### config.mk
export PLATFORM = sky130hd
export DESIGN_NAME = wdog_cascade
export DESIGN_NICKNAME = d
export VERILOG_FILES = /design/src/rtl/wdog_pkg.sv /design/src/rtl/wdog_prescale.sv /design/src/rtl/wdog_downcnt.sv /design/src/rtl/wdog_ctrl.sv /design/src/rtl/wdog_cascade.sv
export SDC_FILE = /design/constraint.sdc
export NUM_CORES = 1
export LEC_CHECK = 0
export BUFFER_PORTS_ARGS = -buffer_cell sky130_fd_sc_hd__buf_2
export CORE_UTILIZATION = 46
export DETAILED_ROUTE_END_ITERATION = 10
export PLACE_DENSITY_LB_ADDON = 0.12
export SLEW_MARGIN = 20
export SYNTH_ARGS = -nofsm -noshare
export SYNTH_HDL_FRONTEND = slang
export SYNTH_SLANG_ARGS = --single-unit
### constraint.sdc
create_clock -name clk -period 2.6 [get_ports clk]
set_input_delay 0 -clock clk [delete_from_list [all_inputs] [get_ports clk]]
set_output_delay 0 -clock clk [all_outputs]
set_load 0.01 [all_outputs]
### src/rtl/wdog_pkg.sv
package wdog_pkg;
  localparam int unsigned REG_W   = 8;
  localparam int unsigned CNT_W   = 8;
  localparam int unsigned SHOW_W  = 6;
  localparam int unsigned SEL_BIT = 7;
  localparam int unsigned LCK_BIT = 6;

  typedef struct packed {
    logic src_sel;
    logic lock;
    logic running;
  } wdog_ctrl_t;
endpackage

### src/rtl/wdog_prescale.sv
module wdog_prescale #(
  parameter int unsigned PRE_W = 4
) (
  input  logic clk,
  input  logic rst_n,
  input  logic clear,
  input  logic enable,
  output logic tick
);
  logic [PRE_W-1:0] pre_q, pre_d;

  always_comb begin
    pre_d = pre_q;
    if (clear)       pre_d = '0;
    else if (enable) pre_d = pre_q + 1'b1;
  end

  always_ff @(posedge clk or negedge rst_n) begin
    if (!rst_n) pre_q <= '0;
    else        pre_q <= pre_d;
  end

  assign tick = enable && !clear && (pre_q == {PRE_W{1'b1}});

  // a tick cannot come twice in a row with a divider wider than 1 bit
  assert_tick_spacing_R3: assert property (@(posedge clk) disable iff (!rst_n)
    (PRE_W > 1 && tick) |=> !tick);
endmodule

### src/rtl/wdog_downcnt.sv
module wdog_downcnt #(
  parameter int unsigned W = 8
) (
  input  logic         clk,
  input  logic         rst_n,
  input  logic         load,
  input  logic         dec,
  output logic [W-1:0] cnt,
  output logic         uflow
);
  logic [W-1:0] cnt_q, cnt_d;

  always_comb begin
    cnt_d = cnt_q;
    if (load)     cnt_d = {W{1'b1}};
    else if (dec) cnt_d = cnt_q - 1'b1;
  end

  always_ff @(posedge clk or negedge rst_n) begin
    if (!rst_n) cnt_q <= {W{1'b1}};
    else        cnt_q <= cnt_d;
  end

  assign cnt   = cnt_q;
  assign uflow = dec && !load && (cnt_q == '0);

  // a load always leaves the counter at all ones
  assert_load_full_R2: assert property (@(posedge clk) disable iff (!rst_n)
    load |=> (cnt == {W{1'b1}}));
  // without load the counter moves by at most one step
  assert_single_step_R3: assert property (@(posedge clk) disable iff (!rst_n)
    (!load && cnt != '0) |=> (cnt == $past(cnt) || cnt == $past(cnt) - 1'b1));
endmodule

### src/rtl/wdog_ctrl.sv
module wdog_ctrl
  import wdog_pkg::*;
(
  input  logic             clk,
  input  logic             rst_n,
  input  logic             wr,
  input  logic [REG_W-1:0] wdata,
  input  logic             soft_clr,
  output wdog_ctrl_t       ctrl
);
  wdog_ctrl_t ctrl_q, ctrl_d;

  always_comb begin
    ctrl_d = ctrl_q;
    if (soft_clr) begin
      ctrl_d = '0;
    end else if (wr) begin
      ctrl_d.running = 1'b1;
      ctrl_d.src_sel = wdata[SEL_BIT];
      ctrl_d.lock    = ctrl_q.lock | wdata[LCK_BIT];
    end
  end

  always_ff @(posedge clk or negedge rst_n) begin
    if (!rst_n) ctrl_q <= '0;
    else        ctrl_q <= ctrl_d;
  end

  assign ctrl = ctrl_q;

  // lock only falls through the internal reset pulse
  assert_lock_sticky_R7: assert property (@(posedge clk) disable iff (!rst_n)
    (ctrl.lock && !soft_clr) |=> ctrl.lock);
  // a write (without clear) starts the watchdog
  assert_write_starts_R2: assert property (@(posedge clk) disable iff (!rst_n)
    (wr && !soft_clr) |=> ctrl.running);
endmodule

### src/rtl/wdog_cascade.sv
module wdog_cascade
  import wdog_pkg::*;
#(
  parameter int unsigned PRE_W = 4
) (
  input  logic             clk,
  input  logic             rst_n,
  input  logic             bus_wr,
  input  logic [REG_W-1:0] bus_wdata,
  output logic [REG_W-1:0] bus_rdata,
  input  logic             stop_exec,
  output logic             wdt_rst_pulse
);
  localparam int unsigned SHOW_LSB = CNT_W - SHOW_W;

  wdog_ctrl_t       ctrl;
  logic             pulse_q, pulse_d;
  logic             reload, tick;
  logic [CNT_W-1:0] lo_cnt, hi_cnt;
  logic             lo_uf, hi_uf, hi_dec;

  assign reload = bus_wr || pulse_q;

  wdog_ctrl u_ctrl (
    .clk      (clk),
    .rst_n    (rst_n),
    .wr       (bus_wr),
    .wdata    (bus_wdata),
    .soft_clr (pulse_q),
    .ctrl     (ctrl)
  );

  wdog_prescale #(.PRE_W(PRE_W)) u_pre (
    .clk    (clk),
    .rst_n  (rst_n),
    .clear  (reload),
    .enable (ctrl.running),
    .tick   (tick)
  );

  wdog_downcnt #(.W(CNT_W)) u_lo (
    .clk   (clk),
    .rst_n (rst_n),
    .load  (reload),
    .dec   (tick),
    .cnt   (lo_cnt),
    .uflow (lo_uf)
  );

  assign hi_dec = ctrl.src_sel ? tick : lo_uf;

  wdog_downcnt #(.W(CNT_W)) u_hi (
    .clk   (clk),
    .rst_n (rst_n),
    .load  (reload),
    .dec   (hi_dec),
    .cnt   (hi_cnt),
    .uflow (hi_uf)
  );

  always_comb begin
    pulse_d = 1'b0;
    if (!pulse_q) begin
      if (hi_uf && !bus_wr)           pulse_d = 1'b1;
      else if (stop_exec && ctrl.lock) pulse_d = 1'b1;
    end
  end

  always_ff @(posedge clk or negedge rst_n) begin
    if (!rst_n) pulse_q <= 1'b0;
    else        pulse_q <= pulse_d;
  end

  assign wdt_rst_pulse = pulse_q;
  assign bus_rdata     = {ctrl.src_sel, ctrl.lock, hi_cnt[CNT_W-1:SHOW_LSB]};

  // the reset request is a single-cycle pulse
  assert_pulse_single_R5: assert property (@(posedge clk) disable iff (!rst_n)
    wdt_rst_pulse |=> !wdt_rst_pulse);
  // the pulse returns the block to idle with a full high counter
  assert_pulse_idles_R9: assert property (@(posedge clk) disable iff (!rst_n)
    wdt_rst_pulse |=> (!ctrl.running && hi_cnt == {CNT_W{1'b1}} && bus_rdata[7:6] == 2'b00));
  // a write with no locked stop request never leads to a pulse
  assert_write_wins_R10: assert property (@(posedge clk) disable iff (!rst_n)
    (bus_wr && !(stop_exec && ctrl.lock)) |=> !wdt_rst_pulse);
  // while idle and unwritten, the high counter holds
  assert_idle_holds_R1: assert property (@(posedge clk) disable iff (!rst_n)
    (!ctrl.running && !bus_wr) |=> $stable(hi_cnt));
  // an unlocked stop strobe outside a timeout raises nothing
  assert_stop_unlocked_R8: assert property (@(posedge clk) disable iff (!rst_n)
    (stop_exec && !ctrl.lock && !hi_uf) |=> !wdt_rst_pulse);
endmodule

==> flow_summary.json, run 1 <==
{
  "status": "finished clean",
  "avgSynthCellArea_um2": 10.12,
  "cts.clk_slew.worst_paths_ns": 0.14,
  "drt-vias-per-instance": 5.888,
  "muxShareOfSynthArea": 0.02230,
  "slowest_stage": "or4_1",
  "cp_top_family": "simple AND/OR/NAND/NOR gates",
  "die_w_um": 56.10,
  "yosysWarningCount": 0,
  "crit_fanout": 7,
  "rows": 19,
  "num_vias": 1048,
  "drc": 0,
  "ctsHoldBuffers": 7,
  "hold_viol_final": 0,
  "synth_compound_area_frac": 0.1190,
  "cts_resized": 0,
  "fin_ws_ns": 0.8433,
  "clock-sinks": 24,
  "setup_tns_ns": 0,
  "initial_core_util": 0.4882,
  "dpl_worst_slack_ns": 0.8721,
  "drtIter0Drc": 25,
  "cts_buffers": 3,
  "rsz0062_at_grt": "no",
  "ant_nets": 0,
  "clk-insertion-delay-late_ns": 0.32,
  "grt_usage": 0.1841,
  "grt_max_degree": 25,
  "slew_headroom": 0.6549,
  "final_max_slew_viol_count": 0,
  "yosys.area_share.simple": 0.2454,
  "synth-seq-cells": 24,
  "grt_pass1_wl_um": 4540,
  "synthAdderAreaFrac": 0.04647,
  "dr.pass1.iters": 4,
  "area_growth_pct": 11.25,
  "h-tree-depth": 1,
  "overflow": 0,
  "cellLeakagePower_nw": 0.6082,
  "io_buffer_count": 14,
  "cts_tree": "yes",
  "cellPowerDensity_mw_per_mm2": 547.0,
  "slowest_delay_ns": 0.43,
  "root_buffer": "clkbuf_4",
  "layout-drive-gt1-share": 0.2857,
  "gp_congestion": 0.7653,
  "path_cells": "ha_1 -> and4_1 -> nand4b_1 -> or4_1 -> nand3_1",
  "worstSetupStartpointType": "flip-flop",
  "clk_path_buf_depth": 2,
  "synth_top_family_by_area": "simple AND/OR/NAND/NOR gates",
  "ys_seq_area_frac": 0.4610,
  "worst-path-buf-inv": 0,
  "min_period_ns": 1.757,
  "core_area_mm2": 0.002758,
  "n_antenna_cell": 0,
  "power_mw": 0.8192,
  "dieArea_mm2": 0.003147,
  "ios": 21,
  "cts_setup_buffers": 0,
  "skew_ns": 0.01199,
  "critPathCaptureType": "flip-flop",
  "max-vdd-ir-drop_mv": 0.4545,
  "cp.arrival_ns": 2.02,
  "antenna_found_initial": 0,
  "syn_nets": 150,
  "maxCapViolations": 0,
  "finalSetupViolCount": 0,
  "fin_crit_sh": 0.6757,
  "synth_xor_area_frac": 0.03903,
  "dp.final_hpwl_um": 1818,
  "synth_area_mm2": 0.001346,
  "wl_per_cell_um": 14.78,
  "tightest_slew_ns": 0.5177,
  "final_nets": 165,
  "synth_cell_types": 34,
  "postSynthCellCount": 133,
  "critPathKind": "flip-flop to flip-flop",
  "clock.fmax_mhz": 569.2,
  "worstPathRequired_ns": 2.86,
  "hp-class": "input port to async pin",
  "routed_wl_um": 2630,
  "die_h_um": 56.10,
  "grt_pass1_vias": 1030
}
[flip-flops by register name, summed over array words and instances (netlist names)]
register / count
u_ctrl.ctrl: 3
wdt_rst_pulse: 1
u_lo.cnt: 8
u_pre.pre_q: 4
u_hi.cnt: 8
[synthesized netlist by cell type, drive strengths merged]
library cell / count / area [um2]
nand3b: 1 / 7.510
a21oi: 3 / 15.01
dfrtp: 8 / 200.2
a41oi: 4 / 35.03
buf: 9 / 60.05
nand3: 8 / 40.04
a31o: 1 / 8.760
or3: 3 / 21.27
o21ai: 3 / 15.01
o31a: 1 / 8.760
nand2: 4 / 15.01
or4: 3 / 22.52
or2: 2 / 12.51
and2: 7 / 43.79
nor4: 5 / 46.29
a31oi: 1 / 12.51
nor3: 5 / 25.02
nor2: 13 / 48.80
clkbuf: 3 / 11.26
o31ai: 3 / 22.52
nand4b: 2 / 17.52
and4: 2 / 17.52
nand4: 2 / 12.51
inv: 5 / 18.77
a311oi: 4 / 35.03
o211ai: 1 / 7.510
dfstp: 16 / 420.4
mux2i: 3 / 30.03
xnor2: 2 / 17.52
xor2: 4 / 35.03
ha: 5 / 62.56
[through the flow]
step / instance area (um2) / hold slack, ns / cells / utilization
2_1_floorplan: 1346 / -0.2956 / 133 / -
3_3_place_gp: 1391 / 0.001738 / 167 / 0.5045
3_5_place_dp: 1391 / 0.007183 / 167 / 0.5045
4_1_cts: 1498 / 0.1834 / 178 / 0.5431
5_1_grt: 1498 / 0.2084 / 178 / 0.5431
6_report: 1498 / 0.1586 / 178 / 0.5431
[kinds of logic after synthesis]
family / Yosys count
XOR/XNOR: 6
AND/OR/NAND/NOR: 57
adder cells (fa/ha/maj): 5
AO/OA/AOI/OAI: 21
buffers and inverters: 17
flip-flops: 24
multiplexers: 3
[worst register-to-register path, delay by kind of cell, from the launching register on]
kind,cells,cell delay [ns]
and+or+nand+nor,4,1.08
DFF,1,0.42
adders and majority gates,1,0.20
[final timing paths]
path                                                 start                    endpoint  slack (ns)  depth (start not counted)
max in group asynchronous                            rst_n     u_lo.cnt[6]$_DFFE_PN1P_        2.06                          2
worst max register to register  u_pre.pre_q[0]$_DFFE_PN0P_     u_lo.cnt[5]$_DFFE_PN1P_        0.84                          5
worst min register to register     u_lo.cnt[6]$_DFFE_PN1P_     u_lo.cnt[6]$_DFFE_PN1P_        0.53                          2
worst min-delay path                                 rst_n  u_pre.pre_q[3]$_DFFE_PN0P_        0.16                          2
worst max-delay path            u_pre.pre_q[0]$_DFFE_PN0P_     u_lo.cnt[5]$_DFFE_PN1P_        0.84                          5
min in group clk                                 stop_exec     wdt_rst_pulse$_DFF_PN0_        0.47                          4
[cell usage in the layout, fill, tap and decap left out, drive strengths merged, types with 3 or more instances in the layout]
cell,n
a21oi,3
nor4,5
or3,3
a41oi,4
xor2,4
nor3,5
nand3,8
dfrtp,8
o31ai,3
clkbuf,4
nand2,4
dlygate4sd3,7
dfstp,16
mux2i,3
buf,15
or4,3
and2,7
o21ai,3
a311oi,4
ha,5
inv,5
nor2,13
[layout make-up]
type                    instances  area, um2
clock buffers                   4      36.28
fillers                       260       1260
inverters                       5      18.77
multi-input cells              92      635.6
flip-flops and latches         24      620.6
well taps                      31      38.79
repair buffers                 22      147.6
[routing by layer]
| metal | GRT usage | wire (um) | up-vias | part of all wire |
|---|---|---|---|---|
| met5 | 0 | 0 | - | 0 |
| met2 | 0.3095 | 1270 | 21 | 0.48 |
| met1 | 0.2406 | 1255 | 511 | 0.48 |
| met3 | 0.02326 | 67 | 4 | 0.025 |
| li1 | - | - | 512 | - |
| met4 | 0.07317 | 38 | 0 | 0.014 |
[report_power, final]
group	switching (mW)	internal [mW]
logic	0.0931	0.0790
clock network	0.115	0.0857
registers	0.0389	0.408
total	0.247	0.572
No activity file was read; power rests on OpenSTA's default activity.
==> run 2: changes to the inputs <==
--- a/config.mk
+++ b/config.mk
@@ -5,6 +5,7 @@
 export SDC_FILE = /design/constraint.sdc
 export NUM_CORES = 1
 export LEC_CHECK = 0
+export ABC_AREA = 1
 export BUFFER_PORTS_ARGS = -buffer_cell sky130_fd_sc_hd__buf_2
 export CORE_UTILIZATION = 46
 export DETAILED_ROUTE_END_ITERATION = 10
==> constraint.sdc (replaced) <==
create_clock -name clk -period 1.55 [get_ports clk]
set_input_delay 0 -clock clk [delete_from_list [all_inputs] [get_ports clk]]
set_output_delay 0 -clock clk [all_outputs]
set_load 0.01 [all_outputs]
==> run 2 against run 1 <==
Effect of this change:
- final area is 8.8% higher
- area after synthesis is 7.7% higher
- clock-buffer cell count stayed put
- critical path type unchanged
- largest power group unchanged
==> flow_summary.json, run 2 <==
{
  "power_mw": 1.808,
  "clock-sinks": 24,
  "combPwrFrac": 0.296,
  "yosysMostFrequentCell": "nand2_1",
  "overflow": 0,
  "cts_tree": "yes",
  "max-vdd-ir-drop_mv": 0.6176,
  "synth_area_leader_cell": "dfstp_2",
  "clock.fmax_mhz": 681.7,
  "slew_headroom": 0.6499,
  "drc": 0,
  "n_antenna_cell": 0,
  "final_nets": 224,
  "switching_share": 0.3587,
  "hp-class": "input port to flip-flop",
  "finalSetupViolCount": 0,
  "synthArstFlopShare": 1.000,
  "min_period_ns": 1.467,
  "switching_power_mw": 0.6485,
  "grt_pass1_vias": 1172,
  "layout_commonest_cell": "nand2_1",
  "drtIter0Drc": 99,
  "dr.pass1.iters": 4,
  "num_vias": 1239,
  "die_w_um": 58.15,
  "routed_wl_um": 2860,
  "antenna_found_initial": 0,
  "path_cells": "ha_2 -> nand2_2 -> nor2_1 -> nand3_2 -> inv_2 -> nand3_1 -> a21oi_1",
  "critPathKind": "flip-flop to flip-flop",
  "grt_max_degree": 25,
  "synth_edf_count": 0,
  "grt_pass1_wl_um": 4836,
  "slowest_stage": "dfrtp_1",
  "postSynthCellCount": 189,
  "cp.arrival_ns": 1.73,
  "layout-drive-gt1-share": 0.2476,
  "dp.final_hpwl_um": 1965,
  "syn_nets": 206,
  "synth_area_mm2": 0.001450,
  "intPower_mw": 1.159,
  "final_max_slew_viol_count": 0,
  "worstPathRequired_ns": 1.81,
  "ios": 21,
  "drt-vias-per-instance": 4.956,
  "p_seq_frac": 0.518,
  "ys_seq_area_frac": 0.4280,
  "h-tree-depth": 1,
  "cts_buffers": 3,
  "worstSetupStartpointType": "flip-flop",
  "cellLeakagePower_nw": 0.8299,
  "worst-path-buf-inv": 1,
  "synth_common_cells": "nand2_1, nand3_1, inv_1",
  "wl_per_cell_um": 11.44,
  "hold_viol_final": 0,
  "cts.clk_slew.worst_paths_ns": 0.15,
  "avgSynthCellArea_um2": 7.673,
  "skew_ns": 0.02293,
  "gp_congestion": 0.8308,
  "fillers": 311,
  "die_h_um": 58.15,
  "io_buffer_count": 14,
  "final_cell_mix": "nand2_1, nand3_1, inv_1",
  "cellPowerDensity_mw_per_mm2": 1110,
  "crit_fanout": 5,
  "ant_nets": 0,
  "dieArea_mm2": 0.003381,
  "initial_core_util": 0.4789,
  "tightest_slew_ns": 0.5251,
  "area_growth_pct": 12.34,
  "clk_path_buf_depth": 2,
  "grt_usage": 0.1881,
  "status": "finished clean",
  "core_area_mm2": 0.003028,
  "cp_top_family": "simple AND/OR/NAND/NOR gates",
  "slowest_delay_ns": 0.42,
  "synthFlopType": "dfstp_2",
  "critPathCaptureType": "flip-flop",
  "maxCapViolations": 0,
  "ys_top_cells_by_area": "dfstp_2, nand2_1, dfrtp_1",
  "synth-seq-cells": 24,
  "fin_crit_sh": 0.9464,
  "root_buffer": "clkbuf_4",
  "yosysWarningCount": 0,
  "rows": 20,
  "synth_cell_types": 23,
  "utilization": 0.5380,
  "clk-insertion-delay-late_ns": 0.32,
  "p_clk_frac": 0.186,
  "synth_top_area_share": 0.2899
}
run 2: cell count changes after synthesis, sizes merged, moves of 4 or more:
cell	delta
a311oi	-4
inv	+17
nand3	+22
nor2	+4
nor4	-5
o21ai	+7
a41oi	-4
nand2	+54
and2	-7
run 2: what timing repair did:
item | in CTS | in global routing
setup buffers | 0 | 0
hold endpoints to repair | 11 | 0
hold buffers | 5 | 0
gates resized for setup | 0 | 4
setup endpoints to repair | 0 | 1
run 2: per-stage QoR:
step	hold slack, ns	TNS, ns	area [um2]	setup slack (ns)	instances
3_5_place_dp	0.01865	0	1525	0.1442	240
3_3_place_gp	0.006958	0	1525	0.1640	240
2_1_floorplan	-0.2956	0	1450	0.2890	189
6_report	0.09034	0	1629	0.08303	250
5_1_grt	0.09590	-0.009586	1629	-0.009586	250
4_1_cts	0.07896	0	1612	0.1083	249
run 2: power by group through the flow:
stage               clock, mW  combinational (mW)  sequential, mW
finish                  0.336               0.535           0.937
global route            0.365               0.616           0.961
CTS                     0.351               0.536           0.934
detailed placement          0               0.512           0.944
global placement            0               0.501           0.938
floorplan                   0               0.416           0.927
run 2: final cells by class:
type	instances	area, um2	area share
Clock buffer	4	36.28	0.02227
Inverter	22	82.58	0.05069
Multi-Input combinational cell	134	691.9	0.4247
Sequential cell	24	620.6	0.3810
Tap cell	44	55.05	0.03379
Timing Repair Buffer	21	135.1	0.08295
Timing Repair inverter	1	7.507	0.004608
run 2: path summary, 6_finish.rpt:
kind | startpoint | endpoint | slack (ns) | depth (start not counted)
max | u_pre.pre_q[0]$_DFFE_PN0P_ | wdt_rst_pulse$_DFF_PN0_ | 0.08 | 7
min | bus_wr | u_pre.pre_q[0]$_DFFE_PN0P_ | 0.09 | 4
max reg2reg | u_pre.pre_q[0]$_DFFE_PN0P_ | wdt_rst_pulse$_DFF_PN0_ | 0.08 | 7
min reg2reg | u_hi.cnt[0]$_DFFE_PN1P_ | u_hi.cnt[0]$_DFFE_PN1P_ | 0.49 | 2
max in group asynchronous | rst_n | u_lo.cnt[1]$_DFFE_PN1P_ | 0.99 | 2
min in group asynchronous | rst_n | u_ctrl.ctrl[1]$_DFFE_PN0P_ | 0.17 | 2
run 2: worst register-to-register path: cells and delay by family, from the launching register on:
family | cells | cell delay [ns]
AOI/OAI and AO/OA | 1 | 0.14
adders and majority gates | 1 | 0.21
buffers and inverters | 1 | 0.15
DFF | 1 | 0.42
and+or+nand+nor | 4 | 0.48
run 2: routing by layer:
metal  track usage  part of all wire
met4       0.09184             0.015
met2        0.3399              0.51
met1        0.2195              0.46
met3       0.02232             0.015
met5             0                 0
run 2: cells by family (layout without fill, tap and decap cells):
kind of cell,count (synthesis),count (layout),share of synthesized area
DFF,24,24,0.4280
buffers and inverters,31,48,0.1018
and+or+nand+nor,113,113,0.3650
AOI/OAI and AO/OA,15,15,0.05608
adders and majority gates,5,5,0.04314
xor gates and xnor gates,1,1,0.006041
==> run 3: changes to the inputs <==
==> constraint.sdc (replaced) <==
create_clock -name clk -period 1.25 [get_ports clk]
set_input_delay 0 -clock clk [delete_from_list [all_inputs] [get_ports clk]]
set_output_delay 0 -clock clk [all_outputs]
set_load 0.01 [all_outputs]
==> run 3 against run 2 <==
Effect of this change:
- the flow now finishes with violations (negative setup slack)
- total power increased by 30%
- hold slack worse by 0.067 ns
- maximum frequency is 9.2% higher
- global-route usage is 3.0 points higher
==> flow_summary.json, run 3 (synthesis gave the netlist of run 2 again) <==
{
  "core_area_mm2": 0.003028,
  "skew_ns": 0.007450,
  "area_growth_pct": 22.69,
  "wl_per_cell_um": 12.37,
  "layout-drive-gt1-share": 0.3594,
  "place_inst": 252,
  "multi_input_area_um2": 758.2,
  "cp_top_family": "flip-flops",
  "cellLeakagePower_nw": 0.8964,
  "dr.pass1.iters": 4,
  "setup.worst_path.end": "u_hi.cnt[2]$_DFFE_PN1P_",
  "cellPowerDensity_mw_per_mm2": 1319,
  "path_cells": "inv_2 -> ha_4 -> nand2_4 -> o21ai_4 -> nand2_4 -> nand2_8 -> nand2_2 -> nand2_2",
  "initial_core_util": 0.4789,
  "clk-insertion-delay-late_ns": 0.31,
  "clk_path_buf_depth": 2,
  "worst-path-buf-inv": 1,
  "critPathKind": "flip-flop to flip-flop",
  "crit-reg2reg-launch": "u_lo.cnt[0]$_DFFE_PN1P_",
  "worstPathRequired_ns": 1.50,
  "status": "finished with violations",
  "final_max_slew_viol_count": 0,
  "min_period_ns": 1.344,
  "fin_ws_ns": -0.09371,
  "clock-sinks": 24,
  "max-vdd-ir-drop_mv": 0.5869,
  "grt_use_met1": 0.2952,
  "setup.worst_path.start": "u_lo.cnt[0]$_DFFE_PN1P_",
  "r2r-end": "u_hi.cnt[2]$_DFFE_PN1P_",
  "layout_commonest_cell": "nand2_1",
  "violations": "negative setup slack",
  "num_vias": 1321,
  "rows": 20,
  "dp.final_hpwl_um": 2288,
  "seq_area_um2": 620.6,
  "ant_nets": 0,
  "die_h_um": 58.15,
  "use_met2": 0.3596,
  "whs_ns": 0.02329,
  "rrSetupSlack_ns": -0.09,
  "ios": 21,
  "clock.fmax_mhz": 744.2,
  "grt_max_degree": 25,
  "final_cell_mix": "nand2_1, nand3_1, inv_1",
  "design_area_mm2": 0.001779,
  "h-tree-depth": 1,
  "cts.clk_slew.worst_paths_ns": 0.13,
  "hp-class": "input port to flip-flop",
  "gp_congestion": 0.8553,
  "final_nets": 235,
  "root_buffer": "clkbuf_4",
  "fillers": 286,
  "holdPathStages": 3,
  "grt_pass1_vias": 1345,
  "slew_headroom": 0.6366,
  "crit_fanout": 8,
  "place_area_mm2": 0.001615,
  "slowest_delay_ns": 0.57,
  "overflow": 0,
  "drt-vias-per-instance": 5.061,
  "die_w_um": 58.15,
  "worstSetupStartpointType": "flip-flop",
  "critPathCaptureType": "flip-flop",
  "n_antenna_cell": 0,
  "dpl_worst_slack_ns": -0.09949,
  "grt_pass1_wl_um": 5685,
  "tightest_slew_ns": 0.5451,
  "grt_usage": 0.2182,
  "finalSetupViolCount": 15,
  "fin_crit_sh": 1.075,
  "hold_viol_final": 0,
  "slowest_stage": "dfstp_2",
  "dieArea_mm2": 0.003381,
  "power_mw": 2.347,
  "io_buffer_count": 14,
  "drtIter0Drc": 66,
  "maxCapViolations": 0,
  "crit_cells": 8,
  "cts_tree": "yes",
  "final_cells": 261,
  "rsz0062_at_grt": "yes",
  "met3_usage": 0.02902,
  "routed_wl_um": 3229,
  "antenna_found_initial": 0,
  "cp.arrival_ns": 1.59,
  "gr-max-usage-layer": "met2",
  "r2r_cells": 8,
  "drc": 0,
  "cts_buffers": 3
}
[run 3: cell types whose count changed in the layout (fill, tap and decap cells not counted), sizes merged]
cell,delta
buf,+13
clkinvlp,-1
dlygate4sd3,-1
[run 3: power by group]
group / total (mW) / internal, mW / leakage, nW / switching, mW
registers: 1.14 / 0.993 / 0.271 / 0.148
clock network: 0.350 / 0.124 / 0.0150 / 0.226
logic: 0.856 / 0.362 / 0.610 / 0.493
total: 2.35 / 1.48 / 0.896 / 0.867
[run 3: worst min-delay path by stage]
stage | start | end | slack (ns)
2_1_floorplan | rst_n | u_ctrl.ctrl[0]$_DFFE_PN0P_ | -0.30
3_3_place_gp | rst_n | u_pre.pre_q[2]$_DFFE_PN0P_ | 0.009
3_5_place_dp | rst_n | u_pre.pre_q[0]$_DFFE_PN0P_ | 0.01
4_1_cts | bus_wr | u_ctrl.ctrl[1]$_DFFE_PN0P_ | 0.02
5_1_grt | bus_wr | u_ctrl.ctrl[1]$_DFFE_PN0P_ | 0.04
6_report | bus_wr | u_ctrl.ctrl[1]$_DFFE_PN0P_ | 0.02
[run 3: layout make-up]
cell class              count  area share
inverters                  22     0.04782
clock buffers               4     0.01477
flip-flops and latches     24      0.3488
well taps                  44     0.03094
multi-input cells         134      0.4262
repair buffers             33      0.1315
[run 3: timing repair]
action                                  in CTS  in global routing
hold endpoints to repair                    11                  0
endpoints found under the setup margin      17                 20
hold buffers                                 4                  0
gates resized for setup                     12                 15
setup buffers                                1                  0
pin swaps                                    8                  7
[run 3: metal layers]
metal / routed length (um) / vias up
met5: 0 / -
met4: 45 / 0
met3: 102 / 6
met2: 1551 / 39
met1: 1530 / 615
li1: - / 661
[run 3: worst register-to-register path, cell delays in order (launching register included)]
cell and delay, ns:
dfstp_2 0.57, inv_2 0.06, ha_4 0.16, nand2_4 0.06, o21ai_4 0.07, nand2_4 0.14
nand2_8 0.10, nand2_2 0.08, nand2_2 0.05
[run 3: per-stage QoR]
stage | setup TNS, ns | utilization
floorplan | 0 | -
global placement | -0.5820 | 0.5335
detailed placement | -0.7962 | 0.5335
CTS | -0.8280 | 0.5719
global route | -2.585 | 0.5876
finish | -0.7899 | 0.5876
